**src/rtl/sigstripe_pkg.sv**
```systemverilog
// Shared colour type and fixed colour values for the stripe serializer.
package sigstripe_pkg;
    typedef logic [11:0] rgb_t;

    localparam rgb_t RGB_BLACK = 12'h000;
endpackage

```
**src/rtl/sigstripe_edge.sv**
```systemverilog
// Rising-edge detector for the line sync.
// Assumes sync_in is synchronous to clk. Produces a one-cycle pulse in the
// cycle where sync_in is high and was low at the previous clock edge.
module sigstripe_edge (
    input  logic clk,
    input  logic rst_n,
    input  logic sync_in,
    output logic rise
);
    logic sync_q;

    // Remember the sync level from the previous edge.
    always_ff @(posedge clk) begin
        if (!rst_n) sync_q <= 1'b0;
        else        sync_q <= sync_in;
    end

    // A capture pulse is a high level following a low one.
    always_comb rise = sync_in && !sync_q;

    // a capture pulse can never last two cycles in a row.
    a_r2_single_pulse: assert property (@(posedge clk) disable iff (!rst_n)
        rise |=> !rise);
endmodule

```
**src/rtl/sigstripe_shifter.sv**
```systemverilog
// Parallel-load, MSB-first shift register with a count of bits still to send.
// Assumes load and advance are never high together in a correct system;
// if they are, load wins and no bit is consumed.
module sigstripe_shifter #(
    parameter int WORD_W = 32
) (
    input  logic              clk,
    input  logic              rst_n,
    input  logic              load,
    input  logic              advance,
    input  logic [WORD_W-1:0] word_in,
    output logic              bit_out,
    output logic              drained,
    output logic              stepped
);
    localparam int CNT_W = $clog2(WORD_W + 1);

    logic [WORD_W-1:0] shreg;
    logic [CNT_W-1:0]  remain;

    // A bit is consumed only on a visible cycle with bits left and no capture.
    always_comb stepped = advance && !load && (remain != '0);
    always_comb drained = (remain == '0);
    always_comb bit_out = shreg[WORD_W-1];

    // Capture the word, or move the next bit into the top position.
    always_ff @(posedge clk) begin
        if (!rst_n) begin
            shreg  <= '0;
            remain <= '0;
        end else if (load) begin
            shreg  <= word_in;
            remain <= CNT_W'(WORD_W);
        end else if (stepped) begin
            shreg  <= {shreg[WORD_W-2:0], 1'b0};
            remain <= remain - 1'b1;
        end
    end

    // a capture always leaves the full word pending.
    a_r2_full_after_load: assert property (@(posedge clk) disable iff (!rst_n)
        load |=> (remain == CNT_W'(WORD_W)));
    // without capture or enable the register and count hold.
    a_r3_hold_when_idle: assert property (@(posedge clk) disable iff (!rst_n)
        (!load && !advance) |=> ($stable(shreg) && $stable(remain)));
    // once empty, the register stays empty until the next capture.
    a_r6_stays_drained: assert property (@(posedge clk) disable iff (!rst_n)
        (drained && !load) |=> drained);
endmodule

```
**src/rtl/sigstripe_palette.sv**
```systemverilog
// Group counter and two-palette colour selection.
// Assumes step pulses once per bit sent and never together with load.
// The colour output is combinational from the current phase and bit.
module sigstripe_palette
    import sigstripe_pkg::*;
#(
    parameter int   GROUP = 8,
    parameter rgb_t A_LIT = 12'hFFF,
    parameter rgb_t A_DRK = 12'h222,
    parameter rgb_t B_LIT = 12'hFC0,
    parameter rgb_t B_DRK = 12'h430
) (
    input  logic clk,
    input  logic rst_n,
    input  logic load,
    input  logic step,
    input  logic bit_in,
    output rgb_t colour
);
    localparam int GW = (GROUP > 1) ? $clog2(GROUP) : 1;
    localparam logic [GW-1:0] LAST = GW'(GROUP - 1);

    logic [GW-1:0] grp;
    logic          phase;

    // Count bits within the group and flip palette at each group end.
    always_ff @(posedge clk) begin
        if (!rst_n || load) begin
            grp   <= '0;
            phase <= 1'b0;
        end else if (step) begin
            if (grp == LAST) begin
                grp   <= '0;
                phase <= !phase;
            end else begin
                grp <= grp + 1'b1;
            end
        end
    end

    // Pick the bright or dim shade of the active palette.
    always_comb begin
        if (phase) colour = bit_in ? B_LIT : B_DRK;
        else       colour = bit_in ? A_LIT : A_DRK;
    end

    // every capture restarts the group and the palette.
    a_r9_restart: assert property (@(posedge clk) disable iff (!rst_n)
        load |=> (grp == '0 && !phase));
    // the last bit of a group flips the palette.
    a_r5_toggle: assert property (@(posedge clk) disable iff (!rst_n)
        (step && grp == LAST) |=> (phase != $past(phase)));
    // within a group the palette holds.
    a_r5_hold: assert property (@(posedge clk) disable iff (!rst_n)
        (!load && !(step && grp == LAST)) |=> $stable(phase));
endmodule

```
**src/rtl/sigstripe_raster.sv**
```systemverilog
// Top of the debug stripe serializer.
// Captures dbg_word on each rising hsync and sends it MSB first, one bit per
// visible pixel, as bright or dim dots in alternating palettes. Assumes the
// hsync rising edge never coincides with de high.
module sigstripe_raster
    import sigstripe_pkg::*;
#(
    parameter int   WORD_W = 32,
    parameter int   GROUP  = 8,
    parameter rgb_t A_LIT  = 12'hFFF,
    parameter rgb_t A_DRK  = 12'h222,
    parameter rgb_t B_LIT  = 12'hFC0,
    parameter rgb_t B_DRK  = 12'h430,
    parameter rgb_t BG     = 12'h006
) (
    input  logic              clk,
    input  logic              rst_n,
    input  logic              hsync,
    input  logic              de,
    input  logic [WORD_W-1:0] dbg_word,
    output logic [11:0]       pixel
);
    logic load;
    logic cur_bit;
    logic drained;
    logic stepped;
    rgb_t bit_colour;
    rgb_t pix_q;
    logic primed;

    sigstripe_edge u_edge (
        .clk     (clk),
        .rst_n   (rst_n),
        .sync_in (hsync),
        .rise    (load)
    );

    sigstripe_shifter #(.WORD_W(WORD_W)) u_shift (
        .clk     (clk),
        .rst_n   (rst_n),
        .load    (load),
        .advance (de),
        .word_in (dbg_word),
        .bit_out (cur_bit),
        .drained (drained),
        .stepped (stepped)
    );

    sigstripe_palette #(
        .GROUP (GROUP),
        .A_LIT (A_LIT),
        .A_DRK (A_DRK),
        .B_LIT (B_LIT),
        .B_DRK (B_DRK)
    ) u_pal (
        .clk    (clk),
        .rst_n  (rst_n),
        .load   (load),
        .step   (stepped),
        .bit_in (cur_bit),
        .colour (bit_colour)
    );

    // Register the dot colour: black when blanked, background once drained.
    always_ff @(posedge clk) begin
        if (!rst_n)       pix_q <= RGB_BLACK;
        else if (!de)     pix_q <= RGB_BLACK;
        else if (drained) pix_q <= BG;
        else              pix_q <= bit_colour;
    end

    // Mark that one edge has passed since reset, for history-based checks.
    always_ff @(posedge clk) begin
        if (!rst_n) primed <= 1'b0;
        else        primed <= 1'b1;
    end

    assign pixel = pix_q;

    // a blanked input cycle gives a black dot.
    a_r7_black: assert property (@(posedge clk) disable iff (!rst_n)
        (primed && !$past(de)) |-> (pixel == RGB_BLACK));
    // a visible cycle after the word is drained gives the background.
    a_r6_background: assert property (@(posedge clk) disable iff (!rst_n)
        (primed && $past(de) && $past(drained)) |-> (pixel == BG));
    // a visible cycle with bits left shows the selected shade next cycle.
    a_r8_latency: assert property (@(posedge clk) disable iff (!rst_n)
        (primed && $past(de) && !$past(drained)) |-> (pixel == $past(bit_colour)));
    // the assumed layout, no capture while visible.
    a_r3_no_load_in_video: assert property (@(posedge clk) disable iff (!rst_n)
        !(load && de));
endmodule

```
**config.mk**
```make
export PLATFORM = sky130hd
export DESIGN_NAME = sigstripe_raster
export DESIGN_NICKNAME = d
export VERILOG_FILES = /design/src/rtl/sigstripe_pkg.sv /design/src/rtl/sigstripe_edge.sv /design/src/rtl/sigstripe_shifter.sv /design/src/rtl/sigstripe_palette.sv /design/src/rtl/sigstripe_raster.sv
export SDC_FILE = /design/constraint.sdc
export NUM_CORES = 1
export LEC_CHECK = 0
export ABC_AREA = 0
export BUFFER_PORTS_ARGS = -buffer_cell sky130_fd_sc_hd__buf_2
export CAP_MARGIN = 25
export CELL_PAD_IN_SITES_DETAIL_PLACEMENT = 0
export CELL_PAD_IN_SITES_GLOBAL_PLACEMENT = 2
export CORE_ASPECT_RATIO = 1.4
export CORE_MARGIN = 2
export CORE_UTILIZATION = 34
export DETAILED_ROUTE_END_ITERATION = 8
export GPL_ROUTABILITY_DRIVEN = 1
export HOLD_SLACK_MARGIN = 0.1
export PLACE_DENSITY_LB_ADDON = 0.25
export SYNTH_ARGS = -nofsm -noshare
export SYNTH_HDL_FRONTEND = slang
export SYNTH_SLANG_ARGS = --single-unit
export TNS_END_PERCENT = 20
```
**constraint.sdc**
```tcl
create_clock -name clk -period 2 [get_ports clk]
set_input_delay 0.6 -clock clk [delete_from_list [all_inputs] [get_ports clk]]
set_output_delay 0.6 -clock clk [all_outputs]
set_load 0.01 [all_outputs]
```
==> impl_metrics.toml <==
[detailed_routing]
vias_per_cell = 5.78
drt_wl_total_um = 8140
ant_nets = 0
drt_iter0_markers = 162
drc = 0
firstDrtPassIters = 4
vias = 2856
routedWlPerCell_um = 16.5

[final_layout]
final_cell_mix = "dfxtp_1, buf_2, nand2_1"
multi_input_area_um2 = 1780
seqCellArea_um2 = 1020
fillerInstances = 934
syn2layout_area_growth_pct = 14.3
fin_area_um2 = 3500
drive_gt1_frac = 0.195
fin_cells = 494
num_antenna_cells = 0
fin_nets = 432
final_common_cell = "dfxtp_1"

[clock_network]
ctsRootBufferMaster = "clkbuf_16"
cts_hold_buf = 0
cts_tree = "done"
clock_path_buffers = 2
h-tree-depth = 2
clk_latency_ns = 0.29
cts_sinks = 51
cts_setup_buffers = 0
clk_pin_slew_worst_paths_ns = 0.06
cts-buffers-inserted = 5
ctsResizeCount = 0

[global_route]
grt_use_met3 = 0.0276
grtUsageMet2 = 0.310
grtUsageMet1 = 0.214
grt_pass1_wl_um = 14000
grt_overflow = 0
track_usage = 0.172
grt_pass1_vias = 2823
grt_max_degree = 49
antenna_found_initial = 0
busiest_layer = "met2"

[sta]
relSlewSlack = 0.748
fin_skew_ns = 0.00901
period_needed_ns = 1.66
worst_pin_slew_ns = 0.378
max_freq_ghz = 0.602
fin_tns_setup_ns = 0
whs_ns = 0.481
rsz0062_at_grt = "no"
finalHoldViolCount = 0
finalSetupViolCount = 0
period_share = 0.830
drv_slew = 0

[floorplanning]
die_h_um = 116
coreArea_um2 = 8660
pin_count = 48
placementRows = 40
die_area_um2 = 9780
start_util = 0.353
die_x_um = 84.2

[synthesis]
yosys_warnings = 0
syn_inst = 364
synth.distinct_cells = 33
synth_top_area_cell = "dfxtp_1"
synth_seq_cells = 51
yosysSeqAreaShare = 0.334
syn_nets = 408
syn_area_um2 = 3060
syn-mean-instance-area_um2 = 8.40
synthTopCellsByArea = "dfxtp_1, a32oi_1, o2111ai_1"
synth.top_cell.area_share = 0.334

[worst_setup_path]
crit_type = "flop to flop"
critical_path.max_fanout = 7
critPathCaptureType = "flop"
worstPathArrival_ns = 1.88
critPathLaunchType = "flop"
required_ns = 2.21

[placed_design]
gp_routability_congestion = 0.740
placed_area_um2 = 3360
hpwl_um = 4960
dp_cells = 486
io_buffers = 47

[power]
total_power_mw = 2.87
power_density_nw_per_um2 = 820
ir_worst_vdd_mv = 0.421
power_leakage_nw = 1.31

[flow_run]
cap_violations = 0

[run_status]
status = "completed"

[min_path]
hold_class = "flop to flop"
==> worst paths after layout <==
| path | startpoint | to | slack (ns) | cells after the start |
|---|---|---|---|---|
| max reg2reg | u_shift.remain[0] | u_pal.grp[2] | 0.34 | 6 |
| min | u_pal.grp[2] | u_pal.grp[2] | 0.48 | 2 |
| min reg2reg | u_pal.grp[2] | u_pal.grp[2] | 0.48 | 2 |
| max | u_shift.remain[0] | u_pal.grp[2] | 0.34 | 6 |
==> critical path, stage by stage (launching register included) <==
cell and delay, ns:
dfxtp_1 0.41, inv_1 0.11, ha_1 0.26, nor2b_1 0.14, buf_4 0.16, a21oi_4 0.29, mux2i_1 0.21
==> stage by stage <==
step | util | setup WS, ns
6_report | 0.404 | 0.339
4_1_cts | 0.404 | 0.333
3_5_place_dp | 0.388 | 0.288
3_3_place_gp | 0.388 | 0.319
5_1_grt | 0.404 | 0.189
2_1_floorplan | - | 0.423
==> cell type report <==
type	instances	area share
repair buffers	66	0.115
flip-flops and latches	51	0.292
inverters	6	0.00644
well taps	105	0.0376
multi-input cells	258	0.509
clock buffers	5	0.0358
clock inverters	3	0.00429
==> cell families (layout without fill, tap and decap cells) <==
| kind of cell | count (synthesis) | count (layout) | share of synthesized area |
|---|---|---|---|
| adder cells (fa/ha/maj) | 8 | 8 | 0.0327 |
| AO/OA/AOI/OAI | 107 | 107 | 0.287 |
| flip-flops | 51 | 51 | 0.334 |
| multiplexers | 7 | 7 | 0.0229 |
| AND/OR/NAND/NOR | 136 | 136 | 0.237 |
| buffers and inverters | 55 | 80 | 0.0871 |
==> synth_stat cells, drive strengths merged <==
| library cell | count |
|---|---|
| o22ai | 1 |
| or3 | 1 |
| clkinv | 1 |
| a31oi | 2 |
| a21oi | 6 |
| a21o | 1 |
| nor2b | 32 |
| nor3 | 2 |
| o211ai | 32 |
| nand2 | 37 |
| and2 | 35 |
| clkbuf | 27 |
| nand3b | 2 |
| buf | 22 |
| inv | 5 |
| a311oi | 1 |
| nand2b | 2 |
| nand3 | 13 |
| a32oi | 31 |
| nor2 | 10 |
| nand4 | 1 |
| and3b | 1 |
| o2111ai | 31 |
| dfxtp | 51 |
| a211o | 1 |
| ha | 8 |
| o41ai | 1 |
| mux2i | 7 |
==> registers in the layout, indices dropped and copies added (netlist names) <==
signal	count
u_shift.remain	6
u_edge.sync_q	1
u_pal.phase	1
u_pal.grp	3
pixel	8
u_shift.shreg	32
==> metal layers <==
metal  up-vias  routed length, µm
li1       1403                  -
met1      1386               3710
met2        65               4080
met3         2                300
met4         0                 46
met5         -                  0
==> report_power, final <==
| part | switching [mW] | leakage (nW) | internal (mW) |
|---|---|---|---|
| logic | 0.526 | 0.818 | 0.321 |
| clock network | 0.385 | 0.0733 | 0.458 |
| registers | 0.0650 | 0.419 | 1.11 |
Note: power is estimated with default switching activity, not from simulation.
